[config.mk]
export PLATFORM = sky130hd
export DESIGN_NAME = aes_sub_unit
export DESIGN_NICKNAME = d
export VERILOG_FILES = /design/src/rtl/aes_sub_pkg.sv /design/src/rtl/aes_sub_in_layer.sv /design/src/rtl/aes_sub_gf_inv.sv /design/src/rtl/aes_sub_out_layer.sv /design/src/rtl/aes_sub_unit.sv
export SDC_FILE = /design/constraint.sdc
export NUM_CORES = 1
export LEC_CHECK = 0
export ABC_AREA = 0
export BUFFER_PORTS_ARGS = -buffer_cell sky130_fd_sc_hd__buf_2
export CAP_MARGIN = 25
export CORE_MARGIN = 2
export CORE_UTILIZATION = 55
export DETAILED_ROUTE_END_ITERATION = 16
export PLACE_DENSITY_LB_ADDON = 0.08
export SYNTH_ARGS = -nofsm -noshare
export SYNTH_HDL_FRONTEND = slang
export SYNTH_SLANG_ARGS = --single-unit
[constraint.sdc]
create_clock -name vclk -period 22.4
set_input_delay 1.12 -clock vclk [all_inputs]
set_output_delay 1.12 -clock vclk [all_outputs]
set_load 0.1 [all_outputs]
[src/rtl/aes_sub_pkg.sv]
package aes_sub_pkg;

    // Byte width of the field elements
    localparam int unsigned BYTE_W = 8;
    // Width of an unreduced carry-less product
    localparam int unsigned PROD_W = 2 * BYTE_W - 1;
    // x^8 + x^4 + x^3 + x + 1
    localparam logic [BYTE_W:0] FIELD_POLY = 9'h11B;
    // Constant added after the forward affine rotation sum
    localparam logic [BYTE_W-1:0] FWD_ADD = 8'h63;
    // Constant added after the inverse affine rotation sum
    localparam logic [BYTE_W-1:0] INV_ADD = 8'h05;
    // Number of squarings to form x^(2^k), k = 1..BYTE_W-1
    localparam int unsigned SQ_STEPS = BYTE_W - 1;

    typedef logic [BYTE_W-1:0] byte_t;
    typedef logic [PROD_W-1:0] prod_t;

    typedef enum logic {
        MODE_ENC = 1'b0,
        MODE_DEC = 1'b1
    } sub_mode_e;

    // Fold a carry-less product back into the field
    function automatic byte_t gf_reduce(input prod_t p);
        prod_t r;
        r = p;
        for (int i = PROD_W - 1; i >= BYTE_W; i--) begin
            if (r[i]) begin
                r = r ^ (prod_t'(FIELD_POLY) << (i - BYTE_W));
            end
        end
        return r[BYTE_W-1:0];
    endfunction

    // General field product: AND array plus XOR tree plus reduction
    function automatic byte_t gf_mul(input byte_t a, input byte_t b);
        prod_t p;
        p = '0;
        for (int i = 0; i < BYTE_W; i++) begin
            if (b[i]) begin
                p = p ^ (prod_t'(a) << i);
            end
        end
        return gf_reduce(p);
    endfunction

    // Squaring is linear over GF(2): spread bits to even positions, reduce
    function automatic byte_t gf_square(input byte_t a);
        prod_t p;
        p = '0;
        for (int i = 0; i < BYTE_W; i++) begin
            p[2*i] = a[i];
        end
        return gf_reduce(p);
    endfunction

endpackage

[src/rtl/aes_sub_in_layer.sv]
// Input linear layer: inverse affine map in decrypt mode, identity otherwise.
module aes_sub_in_layer
    import aes_sub_pkg::*;
#(
    parameter int unsigned W = BYTE_W
) (
    input  logic [W-1:0] u_in,
    input  logic         dec_sel,
    output logic [W-1:0] v_d
);

    logic [W-1:0] inv_aff;

    // b_i = u_(i+2) ^ u_(i+5) ^ u_(i+7) ^ c_i, indices mod W
    for (genvar i = 0; i < W; i++) begin : g_inv_bit
        localparam int unsigned TAP_A = (i + 2) % W;
        localparam int unsigned TAP_B = (i + 5) % W;
        localparam int unsigned TAP_C = (i + 7) % W;
        assign inv_aff[i] = u_in[TAP_A] ^ u_in[TAP_B] ^ u_in[TAP_C] ^ INV_ADD[i];
    end

    always_comb begin
        v_d = dec_sel ? inv_aff : u_in;
    end

endmodule

[src/rtl/aes_sub_gf_inv.sv]
// Shared multiplicative inversion: a^254 = a^2 * a^4 * ... * a^128.
// Zero maps to zero because every factor is zero.
module aes_sub_gf_inv
    import aes_sub_pkg::*;
#(
    parameter int unsigned W = BYTE_W
) (
    input  logic [W-1:0] a_in,
    output logic [W-1:0] inv_d
);

    localparam int unsigned STEPS = W - 1;

    // pw[k] = a^(2^k)
    logic [W-1:0] pw  [STEPS+1];
    // acc[k] = a^(2 + 4 + ... + 2^k)
    logic [W-1:0] acc [STEPS+1];

    assign pw[0]  = a_in;
    assign acc[0] = '0;

    for (genvar k = 1; k <= STEPS; k++) begin : g_square
        assign pw[k] = gf_square(pw[k-1]);
    end

    assign acc[1] = pw[1];

    for (genvar k = 2; k <= STEPS; k++) begin : g_mult
        assign acc[k] = gf_mul(acc[k-1], pw[k]);
    end

    assign inv_d = acc[STEPS];

endmodule

[src/rtl/aes_sub_out_layer.sv]
// Output linear layer: forward affine map in encrypt mode, identity otherwise.
module aes_sub_out_layer
    import aes_sub_pkg::*;
#(
    parameter int unsigned W = BYTE_W
) (
    input  logic [W-1:0] g_in,
    input  logic         dec_sel,
    output logic [W-1:0] s_d
);

    logic [W-1:0] fwd_aff;

    // s_i = g_i ^ g_(i+4) ^ g_(i+5) ^ g_(i+6) ^ g_(i+7) ^ c_i, indices mod W
    for (genvar i = 0; i < W; i++) begin : g_fwd_bit
        localparam int unsigned TAP_4 = (i + 4) % W;
        localparam int unsigned TAP_5 = (i + 5) % W;
        localparam int unsigned TAP_6 = (i + 6) % W;
        localparam int unsigned TAP_7 = (i + 7) % W;
        assign fwd_aff[i] = g_in[i] ^ g_in[TAP_4] ^ g_in[TAP_5]
                          ^ g_in[TAP_6] ^ g_in[TAP_7] ^ FWD_ADD[i];
    end

    always_comb begin
        s_d = dec_sel ? g_in : fwd_aff;
    end

endmodule

[src/rtl/aes_sub_unit.sv]
module aes_sub_unit
    import aes_sub_pkg::*;
#(
    parameter int unsigned W = BYTE_W
) (
    input  logic [W-1:0] sub_in,
    input  logic         dec_mode,
    output logic [W-1:0] sub_out
);

    logic [W-1:0] lin_d;
    logic [W-1:0] inv_d;
    logic         dec_sel;

    assign dec_sel = (sub_mode_e'(dec_mode) == MODE_DEC);

    aes_sub_in_layer #(.W(W)) in_layer_i (
        .u_in    (sub_in),
        .dec_sel (dec_sel),
        .v_d     (lin_d)
    );

    aes_sub_gf_inv #(.W(W)) inv_core_i (
        .a_in  (lin_d),
        .inv_d (inv_d)
    );

    aes_sub_out_layer #(.W(W)) out_layer_i (
        .g_in    (inv_d),
        .dec_sel (dec_sel),
        .s_d     (sub_out)
    );

endmodule

# --- Word-level counts from Yosys, hierarchy flattened ---
# Index checks and enable logic that the tools add are counted.
totals:
  reg_bits: 0
  out_inout_bits: 8
classes:
  muxes: 141
  bitwise_logic: 183
ops:
  columns: ["operator", "count"]
  rows:
  - ["two-way mux 15 bit", 42]
  - ["NOT 4 bit", 91]
  - ["two-way mux 8 bit", 21]
  - ["two-way mux 11 bit", 13]
  - ["two-way mux 10 bit", 13]
  - ["two-way mux 9 bit", 13]
  - ["two-way mux 7 bit", 13]
  - ["bitwise XOR 15 x 10 -> 15 bit", 6]
  - ["bitwise XOR 15 x 11 -> 15 bit", 6]
  - ["bitwise XOR 15 x 12 -> 15 bit", 6]
  - ["bitwise XOR 15 x 13 -> 15 bit", 6]
  - ["bitwise XOR 15 x 14 -> 15 bit", 6]
  - ["bitwise XOR 15 bit", 6]
  - ["two-way mux 6 bit", 13]
  - ["two-way mux 5 bit", 13]
  - ["bitwise XOR 8 x 9 -> 9 bit", 6]
  - ["bitwise XOR 1 bit", 44]
  - ["NOT 1 bit", 6]

# --- Logic depth before layout (Yosys ltp) ---
# Gate-level depths: netlist of run 1.
logic_depth:
  ltp_word: 212
  ltp_mapped: 51

# --- Cells and area by module ---
# From an unflattened synthesis of run 1, not the netlist that was laid out.
unflattened:
  hier_cells: 1322
  area_unflattened_um2: 10025.9
by_module_without_submodules:
  columns: ["module", "instances", "cells_per_inst", "area_per_inst_um2", "seq_area_each_um2"]
  rows:
  - ["aes_sub_gf_inv", 1, 1269, 9475.3, 0.0]
  - ["aes_sub_in_layer", 1, 20, 290.3, 0.0]
  - ["aes_sub_out_layer", 1, 33, 260.2, 0.0]

# --- Worst setup path after synthesis of run 1 ---
# No wires, ideal clock.
synth_timing:
  path_type: "input -> output"
  startpoint: "input port sub_in[5]"
  endpoint: "output port sub_out[5]"
  t_arrival_ps: 15056
  required_ps: 21280
  path_slack_ps: 6224
  path_stages: 44
  path_buffers: 3
  cell_sequence: "buf_4 xnor3_1 mux2_2 nor2_1 nor2_1 inv_2 ha_1 nor4b_1 a21oi_1 a32oi_1 xor2_1 xnor3_1 xor3_1 xnor3_2 nor2_1 xnor2_1 xnor3_1 xnor2_1 [8 not listed] xor3_1 xor3_2 xnor2_4 xnor3_1 a222oi_1 xnor3_1 xnor3_1 xnor3_1 clkbuf_1 clkbuf_1 o31ai_1 a22oi_1 o211ai_1 xnor2_1 xnor3_1 xnor3_1 nor2_1 xnor2_1"
synth_between:
  elab_chain_len: 180
synth_rtl:
  columns: ["element", "line", "text"]
  rows:
  - ["start, declared", "aes_sub_unit.sv:6", "input logic [W-1:0] sub_in,"]
  - ["bitwise XOR 1 bit (2 in series)", "aes_sub_in_layer.sv:19", "assign inv_aff[i] = u_in[TAP_A] ^ u_in[TAP_B] ^ u_in[TAP_C] ^ INV_ADD[i];"]
  - ["NOT 1 bit (no line)", null, null]
  - ["two-way mux 8 bit *", "aes_sub_in_layer.sv:23", "v_d = dec_sel ? inv_aff : u_in;"]
  - ["two-way mux 11 bit", "aes_sub_pkg.sv:29", "if (r[i]) begin"]
  - ["two-way mux 10 bit", "aes_sub_pkg.sv:29", null]
  - ["two-way mux 9 bit", "aes_sub_pkg.sv:29", null]
  - ["two-way mux 8 bit", "aes_sub_pkg.sv:29", null]
  - ["two-way mux 7 bit", "aes_sub_pkg.sv:29", null]
  - ["[161 not listed]", null, null]
  - ["NOT 4 bit (no line)", null, null]
  - ["two-way mux 7 bit", "aes_sub_pkg.sv:29", null]
  - ["NOT 4 bit (no line)", null, null]
  - ["two-way mux 6 bit", "aes_sub_pkg.sv:29", null]
  - ["bitwise XOR 1 bit (2 in series)", "aes_sub_out_layer.sv:20", "assign fwd_aff[i] = g_in[i] ^ g_in[TAP_4] ^ g_in[TAP_5]"]
  - ["bitwise XOR 1 bit (2 in series)", "aes_sub_out_layer.sv:21", "^ g_in[TAP_6] ^ g_in[TAP_7] ^ FWD_ADD[i];"]
  - ["NOT 1 bit (no line)", null, null]
  - ["two-way mux 8 bit *", "aes_sub_out_layer.sv:25", "s_d = dec_sel ? g_in : fwd_aff;"]
  - ["end, declared", "aes_sub_unit.sv:8", "output logic [W-1:0] sub_out"]
# Mark *: on every way between the ends. The rest lies on a longest branch, timed or not.

# --- Worst setup path in the final report of run 1 ---
layout_timing:
  startpoint: "input port dec_mode"
  endpoint: "output port sub_out[1]"
layout_between:
  elab_chain_len: 178
layout_rtl:
  columns: ["element", "line", "text"]
  rows:
  - ["start, declared", "aes_sub_unit.sv:7", "input logic dec_mode,"]
  - ["branches (longest 177 deep; another with two-way mux 11 bit)", null, null]
  - ["two-way mux 8 bit *", "aes_sub_out_layer.sv:25", null]
# Mark *: on every way between the ends.

==> results of run 1 <==
## synthesized netlist by cell type, types with 11 or more instances
master | number | area, um^2
o22ai_1 | 13 | 81.3
xor3_1 | 18 | 428
xnor2_1 | 249 | 2180
clkbuf_1 | 59 | 221
nor3_1 | 36 | 180
buf_2 | 20 | 100
xor2_1 | 86 | 753
nor2b_1 | 11 | 68.8
xnor2_2 | 11 | 179
xnor3_1 | 88 | 1980
nand2_1 | 126 | 473
nand2b_1 | 12 | 75.1
and2_1 | 14 | 87.6
nor2_1 | 240 | 901
inv_1 | 15 | 56.3
o21ai_0 | 43 | 215
nand3_1 | 31 | 155
mux2i_1 | 25 | 250
a31oi_1 | 12 | 75.1
a21oi_1 | 41 | 205
## cell type report
class                      instances  area share
multi-input combinational       1231       0.929
timing repair buffer              59      0.0374
inverter                          17     0.00595
tap                              234      0.0273
## critical path, delay by kind of cell
kind                     cells  cell delay (ps)
AND/OR/NAND/NOR              7             1490
adder cells (fa/ha/maj)      1              670
buffers and inverters        3             1280
AO/OA/AOI/OAI                7             1840
XOR/XNOR                    26            10760
## worst paths after layout
path / startpoint / end / slack [ps] / cells past startpoint
hold / removal: dec_mode / sub_out[6] / 3260 / 4
setup / recovery: dec_mode / sub_out[1] / 4050 / 44
## per-stage QoR
| stage | instances | cell area [um^2] |
|---|---|---|
| after floorplan | 1335 | 10400 |
| final | 1541 | 10700 |
| after CTS | 1534 | 10700 |
| after global routing | 1541 | 10700 |
| after detailed placement | 1534 | 10700 |
| after global placement | 1533 | 10700 |
## cells by family after synthesis
| group | after synthesis | share of synthesized area |
|---|---|---|
| fa+ha+maj | 5 | 0.00601 |
| simple gates | 507 | 0.211 |
| mux | 38 | 0.0405 |
| compound gates | 221 | 0.150 |
| buf+inv | 104 | 0.0425 |
| xor+xnor | 460 | 0.550 |
## metal layers
layer | vias up | track usage | share of wire
li1 | 4567 | - | -
met1 | 4508 | 0.423 | 0.47
met2 | 302 | 0.463 | 0.47
met3 | 27 | 0.00945 | 0.051
met4 | 0 | 0.0421 | 0.012
met5 | - | 0 | 0
==> impl_results.md, run 1 <==
- Status: finished, final reports clean
- Final global-route overflow total: 0
- Port Buffer Count: 17
- Rows: 50
- RSZ-0062 raised after global routing: no
- YS warnings: 0
- Post-layout min period: 18350 ps
- Die height: 142 um
- Most common cell after layout, fill and taps aside: xnor2_1
- Gp weighted congestion: 0.932
- Syn Std Cell Area: 10400 um^2
- FF/Latch Area: 0 um^2
- Setup TNS: 0 ps
- Worst Setup End Kind: output pin
- Initial Utilization: 0.558
- Setup WS post-layout: 4050 ps
- Cell variety after synth: 80
- Crit path max-delay cell type: xnor3_1
- Mean area per synthesized cell: 7.79 um^2
- Fillcell total: 1739
- CP Max Fanout: 49
- Most frequent CP cell: xnor3_1
- Syn Inst Count: 1335
- Total GRT Usage: 0.282
- Vias in the first global route: 8633
- Maximum clock rate: 0.0545 GHz
- WP data required: 21280 ps
- Worst Max-Slew Pin Slew: 1030 ps
- DRT Wirelength: 28.8 mm
- Post-layout util: 0.575
- # clk buffers: 0
- I/O pin total: 17
- Slew Viols, Final: 0
- DP HPWL: 21.4 mm
- Residual DRC: 0
- Hold_buf cts: 0
- Total of max-cap violations: 0
- Num sequential: 0
- Multi-input gate area: 9960 um^2
- Fin. Hold Viols: 0
- Post-route ant nets: 0
- Slowest cell delay on critical path: 890 ps
- Hold WC Path Type: in2out
- ANT cells: 0
- Critical path startpoint category: primary input
- Core ar.: 18600 um^2
- # setup viols final: 0
- Hold WS: 3260 ps
- Crit Path Category: in2out
- Via count: 9404
- Setup Buffers After CTS: 0
- Antenna violations before repair: 0
- Post-synthesis sequential area ratio: 0
- DRT iter0 DRCs: 950
- Period utilization: 0.819
- Most frequent cells in the layout: 249 x xnor2_1, 240 x nor2_1, 126 x nand2_1
- Drt wl/cell: 18.7 um
- Syn Nets: 1349
- Data arrival, critical path: 17230 ps
- Dpl ws: 4060 ps
- Synth-to-Final Area Change: 3.03%
- First-pass GRT wire length: 46.8 mm
- Die area: 20000 um^2
- Post-cts resize count: 0
- Rel. slew slack: 0.305
- Largest net degree at the start of global routing: 50
- Layout cell share with drive strength beyond 1: 0.0788
- Nets: 1323
- Via-per-instance ratio: 6.10
- Chip Width: 142 um
- Drt pass-1 iters: 5
Power of run 1 is not shown: default switching activity piles up to over one toggle a cycle in this logic, so the estimate is an artifact.
==> run 2: changes to the inputs <==
clock period = 15.8 ns   (was 22.4 ns; I/O delays follow)
==> impl_results.md, run 2 (synthesized netlist as in run 1, its figures left out) <==
- Nets: 1378
- Most frequent cells in the layout: 241 x xnor2_1, 240 x nor2_1, 126 x nand2_1
- Via-per-instance ratio: 6.07
- Post-route ant nets: 0
- Core ar.: 18600 um^2
- Status: finished, final reports clean
- First-pass GRT wire length: 48.6 mm
- DP HPWL: 22.5 mm
- Crit path max-delay cell type: xnor3_2
- Worst Max-Slew Pin Slew: 998 ps
- # setup viols final: 0
- Post-place instance area: 11100 um^2
- Most frequent CP cell: xnor3_2
- Initial Utilization: 0.558
- Slew Viols, Final: 0
- Critical path startpoint category: primary input
- Synth-to-Final Area Change: 9.43%
- CP Max Fanout: 14
- Port Buffer Count: 17
- Largest net degree at the start of global routing: 27
- Final global-route overflow total: 0
- Gp weighted congestion: 0.915
- Total of max-cap violations: 0
- DRT iter0 DRCs: 1048
- Residual DRC: 0
- # clk buffers: 0
- Total GRT Usage: 0.294
- Die area: 20000 um^2
- Most common cell after layout, fill and taps aside: xnor2_1
- Rows: 50
- ANT cells: 0
- Drt wl/cell: 18.7 um
- I/O pin total: 17
- Maximum clock rate: 0.0659 GHz
- WP data required: 15010 ps
- Layout cell share with drive strength beyond 1: 0.137
- Hold WC Path Type: in2out
- FF/Latch Area: 0 um^2
- Vias in the first global route: 9017
- Fin. Hold Viols: 0
- Worst Setup End Kind: output pin
- Post-layout min period: 15170 ps
- Crit Path Category: in2out
- Period utilization: 0.960
- Antenna violations before repair: 0
- Die height: 142 um
- Slowest cell delay on critical path: 520 ps
- Design area: 11400 um^2
- Rel. slew slack: 0.330
- Via count: 9687
- Data arrival, critical path: 14380 ps
- Hold_buf cts: 0
- DRT Wirelength: 29.8 mm
- Num sequential: 0
- Drt pass-1 iters: 6
- Chip Width: 142 um
run 2: cell types whose count changed in the layout (fill, tap and decap cells not counted), moves of 8 or more:
| cell | before | now |
|---|---|---|
| buf_12 | 0 | 8 |
| buf_2 | 17 | 9 |
| xnor2_2 | 11 | 19 |
| xnor3_2 | 4 | 15 |
| xnor2_1 | 249 | 241 |
| xnor3_1 | 88 | 77 |
| buf_4 | 42 | 97 |
run 2: final cells by class:
cell class	instances	area (um^2)
multi-input combinational	1231	10100
fill	1677	7260
timing repair buffer	114	933
tap	234	293
inverter	17	63.8
run 2: path summary, 6_finish.rpt:
kind                  startpoint          to  slack [ps]  cells past startpoint
worst max-delay path   sub_in[5]  sub_out[1]         630                     45
worst min-delay path    dec_mode  sub_out[5]        2690                      6
run 2: per-layer routing:
layer | GRT usage | part of all wire | vias up
met5 | 0 | 0 | -
met4 | 0.0684 | 0.021 | 0
met3 | 0.0172 | 0.063 | 57
met2 | 0.476 | 0.46 | 390
met1 | 0.433 | 0.45 | 4591
li1 | - | - | 4649
run 2: per-stage QoR:
step / util / hold WS [ps] / setup TNS, ps / std cells / worst slack, ps
after global placement: 0.596 / 2680 / 0 / 1577 / 403
after detailed placement: 0.596 / 2690 / 0 / 1577 / 59.9
after global routing: 0.611 / 2780 / -5.63 / 1596 / -5.63
after CTS: 0.596 / 2690 / 0 / 1577 / 5.04
after floorplan: - / 2850 / 0 / 1335 / 284
final: 0.611 / 2690 / 0 / 1596 / 634
run 2: what timing repair did:
action	in CTS	in global routing
buffers inserted	0	17
endpoints found under the setup margin	1	8
gates resized for setup	1	30
pin swaps	0	13
run 2: critical path: cells and delay by family:
| family | cells | cell delay [ps] |
|---|---|---|
| xor gates and xnor gates | 27 | 9800 |
| and+or+nand+nor | 7 | 1210 |
| buffers and inverters | 5 | 1010 |
| AOI/OAI and AO/OA | 4 | 910 |
| adders and majority gates | 1 | 320 |
| muxes | 1 | 310 |
Power of run 2 is left out for the same reason.
